File: src/rtl/decdiv_pkg.sv
package decdiv_pkg;

  typedef enum logic [1:0] {
    MODE_SPLIT = 2'b00,
    MODE_BCD   = 2'b01,
    MODE_BIQ   = 2'b10,
    MODE_SPARE = 2'b11
  } mode_e;

  localparam int LO_MOD = 2;
  localparam int HI_MOD = 5;
  localparam int LO_W   = $clog2(LO_MOD);
  localparam int HI_W   = $clog2(HI_MOD);

endpackage

File: src/rtl/decdiv_fall_det.sv
module decdiv_fall_det #(
  parameter int STAGES = 2
) (
  input  logic clk,
  input  logic rst,
  input  logic din,
  output logic fall
);
  // Synchronizer chain followed by one history flop.
  // All flops clear to 0, so no edge can be seen straight after reset.
  logic [STAGES-1:0] sync_q;
  logic              hist_q;

  always_ff @(posedge clk or posedge rst) begin
    if (rst) begin
      sync_q <= '0;
      hist_q <= 1'b0;
    end else begin
      sync_q <= {sync_q[STAGES-2:0], din};
      hist_q <= sync_q[STAGES-1];
    end
  end

  assign fall = hist_q & ~sync_q[STAGES-1];

endmodule

File: src/rtl/decdiv_modn.sv
module decdiv_modn #(
  parameter int MOD = 5,
  parameter int W   = $clog2(MOD)
) (
  input  logic         clk,
  input  logic         rst,
  input  logic         step,
  output logic [W-1:0] cnt
);
  localparam logic [W-1:0] LAST = W'(MOD - 1);

  always_ff @(posedge clk or posedge rst) begin
    if (rst)
      cnt <= '0;
    else if (step)
      cnt <= (cnt == LAST) ? '0 : cnt + 1'b1;
  end

endmodule

File: src/rtl/decdiv_route.sv
module decdiv_route
  import decdiv_pkg::*;
(
  input  logic [1:0]      mode,
  input  logic            fall_a,
  input  logic            fall_b,
  input  logic [LO_W-1:0] lo_cnt,
  input  logic [HI_W-1:0] hi_cnt,
  output logic            lo_step,
  output logic            hi_step,
  output logic            wrap_set
);
  localparam logic [LO_W-1:0] LO_LAST = LO_W'(LO_MOD - 1);
  localparam logic [HI_W-1:0] HI_LAST = HI_W'(HI_MOD - 1);

  logic lo_at_last;
  logic hi_at_last;

  assign lo_at_last = (lo_cnt == LO_LAST);
  assign hi_at_last = (hi_cnt == HI_LAST);

  // A chained section steps in the same cycle as its feeding section wraps.
  always_comb begin
    case (mode_e'(mode))
      MODE_BCD: begin
        lo_step  = fall_a;
        hi_step  = fall_a & lo_at_last;
        wrap_set = hi_step & hi_at_last;
      end
      MODE_BIQ: begin
        hi_step  = fall_b;
        lo_step  = fall_b & hi_at_last;
        wrap_set = hi_step & hi_at_last & lo_at_last;
      end
      default: begin
        lo_step  = fall_a;
        hi_step  = fall_b;
        wrap_set = hi_step & hi_at_last;
      end
    endcase
  end

endmodule

File: src/rtl/decade_divider.sv
module decade_divider
  import decdiv_pkg::*;
#(
  parameter int SYNC_STAGES = 2
) (
  input  logic       clk,
  input  logic       rst,
  input  logic [1:0] mode,
  input  logic       cnt_a,
  input  logic       cnt_b,
  output logic       qa,
  output logic       qb,
  output logic       qc,
  output logic       qd,
  output logic       tc
);
  localparam int NUM_IN = 2;

  logic [NUM_IN-1:0] raw_in;
  logic [NUM_IN-1:0] falls;
  logic [LO_W-1:0]   lo_cnt;
  logic [HI_W-1:0]   hi_cnt;
  logic              lo_step;
  logic              hi_step;
  logic              wrap_set;

  assign raw_in = {cnt_b, cnt_a};

  for (genvar i = 0; i < NUM_IN; i++) begin : g_edge
    decdiv_fall_det #(.STAGES(SYNC_STAGES)) u_fall (
      .clk  (clk),
      .rst  (rst),
      .din  (raw_in[i]),
      .fall (falls[i])
    );
  end

  decdiv_route u_route (
    .mode     (mode),
    .fall_a   (falls[0]),
    .fall_b   (falls[1]),
    .lo_cnt   (lo_cnt),
    .hi_cnt   (hi_cnt),
    .lo_step  (lo_step),
    .hi_step  (hi_step),
    .wrap_set (wrap_set)
  );

  decdiv_modn #(.MOD(LO_MOD), .W(LO_W)) u_lo (
    .clk  (clk),
    .rst  (rst),
    .step (lo_step),
    .cnt  (lo_cnt)
  );

  decdiv_modn #(.MOD(HI_MOD), .W(HI_W)) u_hi (
    .clk  (clk),
    .rst  (rst),
    .step (hi_step),
    .cnt  (hi_cnt)
  );

  always_ff @(posedge clk or posedge rst) begin
    if (rst) tc <= 1'b0;
    else     tc <= wrap_set;
  end

  assign qa = lo_cnt[0];
  assign qb = hi_cnt[0];
  assign qc = hi_cnt[1];
  assign qd = hi_cnt[2];

endmodule

File: config.mk
export PLATFORM = sky130hd
export DESIGN_NAME = decade_divider
export DESIGN_NICKNAME = d
export VERILOG_FILES = /design/src/rtl/decdiv_pkg.sv /design/src/rtl/decdiv_fall_det.sv /design/src/rtl/decdiv_modn.sv /design/src/rtl/decdiv_route.sv /design/src/rtl/decade_divider.sv
export SDC_FILE = /design/constraint.sdc
export NUM_CORES = 1
export LEC_CHECK = 0
export ABC_AREA = 1
export BUFFER_PORTS_ARGS = -buffer_cell sky130_fd_sc_hd__buf_2
export CORE_UTILIZATION = 25
export CTS_CLUSTER_SIZE = 8
export DETAILED_ROUTE_END_ITERATION = 10
export GPL_TIMING_DRIVEN = 0
export PLACE_DENSITY = 0.49
export SKIP_LAST_GASP = 1
export SLEW_MARGIN = 10
export SYNTH_ARGS = -nofsm -noshare
export SYNTH_HDL_FRONTEND = slang
export SYNTH_SLANG_ARGS = --single-unit
export TNS_END_PERCENT = 20
File: constraint.sdc
create_clock -name clk -period 1.5 [get_ports clk]
set_input_delay 0.075 -clock clk [delete_from_list [all_inputs] [get_ports clk]]
set_output_delay 0.075 -clock clk [all_outputs]
set_load 0.03 [all_outputs]
==> flow_summary.ini, run 1 <==
[hold_path]
worstHoldPathType = input port to flip-flop

[detailed_routing]
viasPerCell = 3.77
vias = 373
drtIter0Drc = 6
ant_nets = 0
totalWireLength_um = 752
routedWlPerCell_um = 7.60
drtPass1Iterations = 3
drc = 0

[yosys]
synth_fp_nets = 65
synth_top_area_cell = dfrtp_1
synth.cell_area_um2 = 519
syn_area_per_cell_um2 = 9.44
postSynthCellCount = 55
ys_seq_area_frac = 0.530
yosys_warnings = 0
yosys.area.top_type_share = 0.530
yosys-top-cells-area = dfrtp_1 53%, ha_1 9.6%, inv_1 8.7%
ys_ff_latch = 11
ys_types = 15

[grt]
grt_antenna_before_repair = 0
grt_use_total = 0.0836
grt_pass1_wl_mm = 1.26
grt_pass1_vias = 301
grt_max_degree = 12
grt-ovfl-total = 0

[worst_setup_path]
cp.required_ns = 1.69
critPathMaxFanout = 3
worstPathArrival_ns = 1.36
cp-start-kind = flip-flop
cp-end-kind = flip-flop
setup.worst_path.class = flip-flop to flip-flop

[timing]
worst_pin_slew_ns = 0.398
max_freq_ghz = 0.855
hold_violations = 0
setup_viol = 0
fin_crit_sh = 0.780
max_slew_margin = 0.734
layout_setup_ws_ns = 0.330
final.setup_skew_ns = 0.000643
setup_tns_ns = 0
report.final.slew_viol_count = 0
post-route-min-period_ns = 1.17
rsz0062_at_grt = no

[placement]
dpl_cell_area_um2 = 603
dp_slack_ns = 0.337
dpl.hpwl_um = 617
io_buffers = 10
place.gp.congestion = 0.800

[clock_network]
ctsResizeCount = 0
numCtsBuffers = 3
cts.sinks = 11
cts_tree = done
cts_hold_buffers = 3
post_cts_buffers = 0
cts_root_buffer = clkbuf_4
clkTransAtPathRegs_ns = 0.06
htree_levels = 1
clk_latency_ns = 0.26
clockBufferDepth = 2

[die]
ioPinCount = 11
coreArea_mm2 = 0.00196
design.die.area_mm2 = 0.00226
die_y_um = 47.6
start_util = 0.265
die_w_um = 47.6
num_rows = 16

[cells_and_area]
fillers = 226
fin_area_um2 = 659
utilization = 0.336
n_antenna_cell = 0
area_delta_synth_final_pct = 27.0
fin_nets = 83
layout-drive-gt1-share = 0.264

[power]
leakagePower_uw = 0.000364
power.density_mw_per_mm2 = 1410
ir_drop_v = 0.000778

[outcome]
status = completed

[run]
max-cap-violations = 0
-- critical path, stage by stage, from the launching register on --
cell and delay [ns]:
dfrtp_1 0.39, inv_1 0.09, ha_1 0.16, nand2_2 0.07, inv_2 0.10, nand3_4 0.08, nor2_2 0.08, nor2_1 0.04
nor2_1 0.08
-- sequential cells by signal (all words and copies together), names as in the netlist --
name / flops
u_lo.cnt: 1
g_edge.u_fall.sync_q: 4
u_hi.cnt: 3
g_edge.u_fall.hist_q: 2
tc: 1
-- final timing paths --
kind	startpoint	endpoint	slack [ns]	depth (start not counted)
min	mode[1]	tc	0.26	5
min in group asynchronous	rst	u_hi.cnt[1]	0.34	3
max reg2reg	u_hi.cnt[0]	tc	0.33	8
max in group asynchronous	rst	u_lo.cnt	0.88	3
min reg2reg	g_edge[0].u_fall.sync_q[0]	g_edge[0].u_fall.sync_q[1]	0.35	0
max	u_hi.cnt[0]	tc	0.33	8
-- power breakdown --
part	switching [uW]	total [uW]	leakage, uW	internal [uW]
Clock	86.6	189	0.0000150	103
Sequential	49.7	405	0.000133	355
Combinational	228	339	0.000216	111
-- metal layers --
layer  track usage  routed length, um  up-vias
met5             0                  0        -
met4        0.0167                  0        0
met3        0.0604                 47        0
met2         0.118                349        9
met1         0.105                355      165
li1              -                  -      199
-- cells by family (layout without fill, tap and decap cells) --
logic type               after synthesis  count (layout)  synth area share
AND/OR/NAND/NOR                       23              23             0.234
XOR/XNOR                               1               1            0.0169
AO/OA/AOI/OAI                          3               3            0.0289
buffers and inverters                 13              30            0.0940
adder cells (fa/ha/maj)                4               4            0.0964
flip-flops                            11              11             0.530
-- layout by cell type, fill, tap and decap left out, types with 2 or more instances in the layout --
| cell | n |
|---|---|
| nand3_1 | 5 |
| clkbuf_4 | 3 |
| inv_1 | 12 |
| nand2_2 | 2 |
| nor2_1 | 3 |
| nand2_1 | 10 |
| buf_2 | 10 |
| dfrtp_1 | 11 |
| ha_1 | 4 |
| dlygate4sd3_1 | 3 |
-- cells in the mapped netlist --
cell / number
ha_1: 4
nor2_1: 3
xor2_1: 1
inv_2: 1
nand2_2: 2
o21ai_0: 1
nand3_4: 1
nand3_1: 5
a21oi_1: 1
nand2_1: 10
nor2_2: 1
inv_1: 12
dfrtp_1: 11
o21ai_1: 1
nor2_4: 1
-- through the flow --
stage                     total power (uW)  std cells  hold WS (ns)
after floorplan                        658         55       -0.0726
after global placement                 748         92        0.0772
after detailed placement               754         92        0.0854
after CTS                              957         99         0.257
after global routing                  1020         99         0.289
final                                  933         99         0.263
-- area by class of cell --
cell class | instances | area [um^2] | share of cell area
Tap cell | 27 | 33.8 | 0.0512
Timing Repair Buffer | 13 | 80.1 | 0.121
Clock buffer | 4 | 26.3 | 0.0398
Multi-Input combinational cell | 31 | 195 | 0.296
Sequential cell | 11 | 275 | 0.417
Inverter | 13 | 48.8 | 0.0740
Note: power is estimated with default switching activity, not from simulation.
==> run 2: changes to the inputs <==
--- a/config.mk
+++ b/config.mk
@@ -5,7 +5,7 @@
 export SDC_FILE = /design/constraint.sdc
 export NUM_CORES = 1
 export LEC_CHECK = 0
-export ABC_AREA = 1
+export ABC_AREA = 0
 export BUFFER_PORTS_ARGS = -buffer_cell sky130_fd_sc_hd__buf_2
 export CORE_UTILIZATION = 25
 export CTS_CLUSTER_SIZE = 8
==> constraint.sdc (replaced) <==
create_clock -name clk -period 1.1 [get_ports clk]
set_input_delay 0.055 -clock clk [delete_from_list [all_inputs] [get_ports clk]]
set_output_delay 0.055 -clock clk [all_outputs]
set_load 0.03 [all_outputs]
==> run 2 against run 1 <==
  * Combinational power grew 56%
  * Area after synthesis shrank 7.7%
  * Total power grew 49%
  * Final area shrank 4.7%
  * The run now ends with negative setup slack left
  * Cell count shrank 18%
==> flow_summary.ini, run 2 <==
[cells_and_area]
fillers = 192
instances_no_fill = 81
layout-drive-gt1-share = 0.357
final_common_cell = buf_2
mostFrequentLayoutCells = 10 x buf_2, 9 x dfrtp_1, 6 x inv_1
fin_nets = 67
area_delta_synth_final_pct = 31.1
largest_reg_flops = 4
regMostFlops = g_edge.u_fall.sync_q
reg.largest.list = g_edge.u_fall.sync_q x4, u_hi.cnt x3, g_edge.u_fall.hist_q x2
n_antenna_cell = 0

[yosys]
yosys_warnings = 0
yosysMostFrequentCell = dfrtp_1
synth.cell_area_um2 = 479
ys.flop_type = dfrtp_1
yosys.area.top_type_share = 0.574
syn_area_per_cell_um2 = 12.6
ys_types = 15
synth_common_cells = 11 x dfrtp_1, 6 x inv_1, 4 x ha_1, 3 x a21oi_1
ys_ff_latch = 11
synth_top_area_cell = dfrtp_1
ys_seq_area_frac = 0.574
synth_fp_nets = 48
synthArstFlopShare = 1.00
yosys-top-cells-area = dfrtp_1 57%, ha_1 10%, mux2_4 6.3%
synth_edf_count = 0
postSynthCellCount = 38

[power]
p_clk_frac = 0.189
combPwrFrac = 0.382
power.internal_uw = 856
p_sw_uw = 530
ir_drop_v = 0.000770
p_total_uw = 1390
seqPwrFrac = 0.428
power.density_mw_per_mm2 = 2210
leakagePower_uw = 0.000317
p_sw_frac = 0.382

[worst_setup_path]
worst_path_max_delay_cell = dfrtp_1
crit_chain = or3b_1 -> and2_4 -> mux2_4
worstPathArrival_ns = 1.46
setup.worst_path.class = flip-flop to flip-flop
rr_worst_depth = 3
cp-end-kind = flip-flop
critPathMaxFanout = 3
cp.required_ns = 1.25
slowest_delay_ns = 0.37
cp-start-kind = flip-flop

[detailed_routing]
drtPass1Iterations = 3
viasPerCell = 4.00
drtIter0Drc = 3
routedWlPerCell_um = 8.56
ant_nets = 0
vias = 324
drc = 0
totalWireLength_um = 693

[grt]
grt_pass1_vias = 283
grt_use_total = 0.0809
grt_antenna_before_repair = 0
grt_pass1_wl_mm = 1.10
grt_max_degree = 12
grt-ovfl-total = 0

[timing]
fin_crit_sh = 1.19
hold_violations = 0
report.final.slew_viol_count = 0
setup_tns_ns = -0.552
setup_viol = 3
max_freq_ghz = 0.765
worst_pin_slew_ns = 0.398
max_slew_margin = 0.735
rsz0062_at_grt = yes
post-route-min-period_ns = 1.31
final.setup_skew_ns = 0.00365
layout_setup_ws_ns = -0.207

[placement]
io_buffers = 10
dpl.hpwl_um = 553
place_inst = 73
dp_slack_ns = -0.249
place.gp.congestion = 0.658

[clock_network]
cts_tree = done
clockBufferDepth = 2
clk_latency_ns = 0.26
cts.sinks = 11
cts_root_buffer = clkbuf_4
htree_levels = 1
clkTransAtPathRegs_ns = 0.07
numCtsBuffers = 3
ctsResizeCount = 0

[die]
ioPinCount = 11
design.die.area_mm2 = 0.00210
num_rows = 15
die_w_um = 45.8
coreArea_mm2 = 0.00176
die_y_um = 45.8
start_util = 0.272

[run]
max-cap-violations = 0

[hold_path]
holdPathStages = 3
worstHoldPathType = input port to flip-flop

[outcome]
violations = negative setup slack
status = finished, violations left
## run 2: stage by stage
| step | cell area (um^2) | utilization | hold slack (ns) |
|---|---|---|---|
| finish | 628 | 0.356 | 0.141 |
| global route | 628 | 0.356 | 0.168 |
| CTS | 628 | 0.356 | 0.129 |
| detailed placement | 563 | 0.319 | 0.0708 |
| global placement | 563 | 0.319 | 0.0638 |
| floorplan | 482 | - | -0.0927 |
## run 2: layer usage
| metal | vias up | routed length [um] | GRT usage | share of wire |
|---|---|---|---|---|
| met5 | - | 0 | 0 | 0 |
| met4 | 0 | 0 | 0.0353 | 0 |
| met3 | 0 | 55 | 0.0595 | 0.079 |
| met1 | 147 | 306 | 0.0792 | 0.44 |
| met2 | 12 | 331 | 0.129 | 0.48 |
| li1 | 165 | - | - | - |
## run 2: final cells by class
| cell class | count | area, um^2 | area share |
|---|---|---|---|
| Tap cell | 25 | 31.3 | 0.0498 |
| Timing Repair Buffer | 14 | 87.6 | 0.139 |
| Inverter | 6 | 22.5 | 0.0359 |
| Clock buffer | 3 | 22.5 | 0.0359 |
| Clock inverter | 1 | 5.00 | 0.00797 |
| Sequential cell | 11 | 278 | 0.442 |
| Multi-Input combinational cell | 21 | 181 | 0.289 |
## run 2: path summary, 6_finish.rpt
check / start / to / slack, ns
setup reg to reg: g_edge[1].u_fall.sync_q[1] / u_hi.cnt[0] / -0.21
max in group asynchronous: rst / u_hi.cnt[0] / 0.48
hold reg to reg: g_edge[0].u_fall.sync_q[0] / g_edge[0].u_fall.sync_q[1] / 0.35
min in group asynchronous: rst / g_edge[0].u_fall.sync_q[0] / 0.31
setup / recovery: g_edge[1].u_fall.sync_q[1] / u_hi.cnt[0] / -0.21
hold / removal: mode[1] / tc / 0.14
## run 2: critical path: cells and delay by family, from the launching register on
family / cells / cell delay [ns]
flip-flops: 1 / 0.37
multiplexers: 1 / 0.29
AND/OR/NAND/NOR: 2 / 0.53
## run 2: what timing repair did
item / in CTS / in global routing
pin swaps: 0 / 0
hold buffers: 3 / 0
buffers inserted: 1 / 0
cloned: 0 / 0
hold endpoints to repair: 13 / 0
setup endpoints to repair: 5 / 5
## run 2: cell families after synthesis
logic type	share of synthesized area
compound gates	0.0627
buf+inv	0.0470
xor+xnor	0.0183
flops	0.574
simple gates	0.110
mux	0.0836
fa+ha+maj	0.104
## run 2: power groups by stage
stage / logic, uW / clock network, uW / registers, uW
after CTS: 540 / 281 / 595
after detailed placement: 528 / 0 / 604
after floorplan: 242 / 0 / 744
after global routing: 581 / 296 / 610
after global placement: 515 / 0 / 602
final: 530 / 262 / 593
==> run 3: changes to the inputs <==
--- a/config.mk
+++ b/config.mk
@@ -12,6 +12,7 @@
 export DETAILED_ROUTE_END_ITERATION = 10
 export GPL_TIMING_DRIVEN = 0
 export PLACE_DENSITY = 0.49
+export SETUP_SLACK_MARGIN = 0.3
 export SKIP_LAST_GASP = 1
 export SLEW_MARGIN = 10
 export SYNTH_ARGS = -nofsm -noshare
==> run 3 against run 2 <==
  * Utilization rose by 0.99 points
  * Critical endpoint unchanged
  * Global-route usage is the same
  * First-iteration DRC count is the same
  * Cell count grew 2.5%
  * Total power increased by 2.7%
  * Fmax about the same
  * Clock skew about the same
  * The flow still finishes with violations (negative setup slack)
  * Sequential share of layout area fell by 1.2 points
  * Worst setup slack hardly changed
  * Largest power group unchanged
  * Hold slack hardly changed
==> flow_summary.ini, run 3 (synthesized netlist as in run 2, its figures left out) <==
[detailed_routing]
drtIter0Drc = 3
drc = 0
routedWlPerCell_um = 8.46
ant_nets = 0
viasPerCell = 3.96
drtPass1Iterations = 3
vias = 329
totalWireLength_um = 702

[timing]
setup_viol = 5
layout_setup_ws_ns = -0.207
worst_pin_slew_ns = 0.397
report.final.slew_viol_count = 0
max_freq_ghz = 0.765
hold_violations = 0
post-route-min-period_ns = 1.31
rsz0062_at_grt = yes
final.setup_skew_ns = 0.00360
fin_crit_sh = 1.19
setup_tns_ns = -0.584
max_slew_margin = 0.735

[power]
seqPwrFrac = 0.414
p_sw_frac = 0.377
p_total_uw = 1420
combPwrFrac = 0.402
power.density_mw_per_mm2 = 2200
power.internal_uw = 887
leakagePower_uw = 0.000325
ir_drop_v = 0.000851
p_sw_uw = 536
p_clk_frac = 0.184

[worst_setup_path]
slowest_delay_ns = 0.37
cp.required_ns = 1.25
rr_worst_depth = 3
crit_chain = or3b_1 -> and2_4 -> mux2_4
cp-start-kind = flip-flop
critPathMaxFanout = 3
crit_family = simple AND/OR/NAND/NOR gates
cp.depth = 3
r2r-start = g_edge[1].u_fall.sync_q[1]
cp-end-kind = flip-flop
r2r_end = u_hi.cnt[0]
worst_path_max_delay_cell = dfrtp_1
worstPathArrival_ns = 1.45
setup.worst_path.class = flip-flop to flip-flop
reg2reg_slack_ns = -0.21
path_buf_inv = 0

[grt]
grt_use_total = 0.0809
grt_pass1_wl_mm = 1.10
grt_pass1_vias = 283
grt_max_degree = 12
grt-ovfl-total = 0
grt_antenna_before_repair = 0

[hold_path]
holdPathStages = 3
worstHoldPathType = input port to flip-flop
min_to = tc
holdCritStartpoint = mode[1]

[clock_network]
cts.sinks = 11
numCtsBuffers = 3
clk_latency_ns = 0.26
cts_root_buffer = clkbuf_4
clockBufferDepth = 2
cts_tree = done
clkTransAtPathRegs_ns = 0.07
htree_levels = 1

[cells_and_area]
area_delta_synth_final_pct = 34.7
regMostFlops = g_edge.u_fall.sync_q
mostFrequentLayoutCells = 10 x buf_2, 9 x dfrtp_1, 6 x inv_1
final_common_cell = buf_2
largest_reg_flops = 4
n_antenna_cell = 0
fin_area_um2 = 646
reg.largest.list = g_edge.u_fall.sync_q x4, u_hi.cnt x3, g_edge.u_fall.hist_q x2
layout-drive-gt1-share = 0.397
fin_nets = 69

[placement]
place.gp.congestion = 0.658
dpl_cell_area_um2 = 563
dpl.hpwl_um = 553
io_buffers = 10

[outcome]
violations = negative setup slack
status = finished, violations left

[die]
start_util = 0.272
num_rows = 15
ioPinCount = 11
coreArea_mm2 = 0.00176
die_w_um = 45.8
design.die.area_mm2 = 0.00210
die_y_um = 45.8

[run]
max-cap-violations = 0
-- run 3: changes by cell type in the layout (fill, tap and decap cells not counted) --
cell	before	now
buf_4	1	3
ha_2	0	1
ha_1	4	3
-- run 3: what timing repair did --
| action | 4_1_cts | 5_1_grt |
|---|---|---|
| pin swaps | 0 | 2 |
| setup endpoints to repair | 10 | 10 |
| setup buffers | 1 | 2 |
| hold endpoints to repair | 13 | 0 |
| gates resized for setup | 0 | 1 |
| hold buffers | 3 | 0 |
-- run 3: through the flow --
step	worst slack (ns)	utilization	instances	hold WS, ns
floorplan	-0.177	-	38	-0.0927
global placement	-0.254	0.319	73	0.0638
detailed placement	-0.249	0.319	73	0.0708
CTS	-0.211	0.356	81	0.129
global route	-0.244	0.366	83	0.168
finish	-0.207	0.366	83	0.141
-- run 3: final cells by class --
| cell class | instances | area (um^2) |
|---|---|---|
| Clock inverter | 1 | 5.00 |
| Inverter | 6 | 22.5 |
| Multi-Input combinational cell | 21 | 184 |
| Clock buffer | 3 | 22.5 |
| Timing Repair Buffer | 16 | 103 |
| Sequential cell | 11 | 278 |
| Fill cell | 191 | 1120 |
| Tap cell | 25 | 31.3 |
-- run 3: metal layers --
| metal | part of all wire | track usage |
|---|---|---|
| met5 | 0 | 0 |
| met4 | 0 | 0.0353 |
| met3 | 0.084 | 0.0595 |
| met2 | 0.47 | 0.129 |
| met1 | 0.45 | 0.0792 |
-- run 3: power by group through the flow --
stage | combinational (uW) | sequential (uW) | clock (uW)
floorplan | 242 | 744 | 0
global placement | 515 | 602 | 0
detailed placement | 528 | 604 | 0
CTS | 540 | 595 | 281
global route | 621 | 604 | 296
finish | 573 | 589 | 262
-- run 3: worst max path at each step --
stage	end	start	slack, ns
detailed placement	u_hi.cnt[1]	mode[0]	-0.25
global placement	u_hi.cnt[1]	mode[0]	-0.25
floorplan	u_hi.cnt[0]	g_edge[1].u_fall.sync_q[1]	-0.18
global route	u_hi.cnt[0]	g_edge[1].u_fall.sync_q[1]	-0.24
finish	u_hi.cnt[0]	g_edge[1].u_fall.sync_q[1]	-0.21
CTS	u_hi.cnt[0]	g_edge[1].u_fall.sync_q[1]	-0.21
-- run 3: tightest hold or removal path: cells and delay by family --
| kind | cells | cell delay (ns) |
|---|---|---|
| compound gates | 1 | 0.09 |
| buf+inv | 1 | 0.09 |
| fa+ha+maj | 1 | 0.13 |
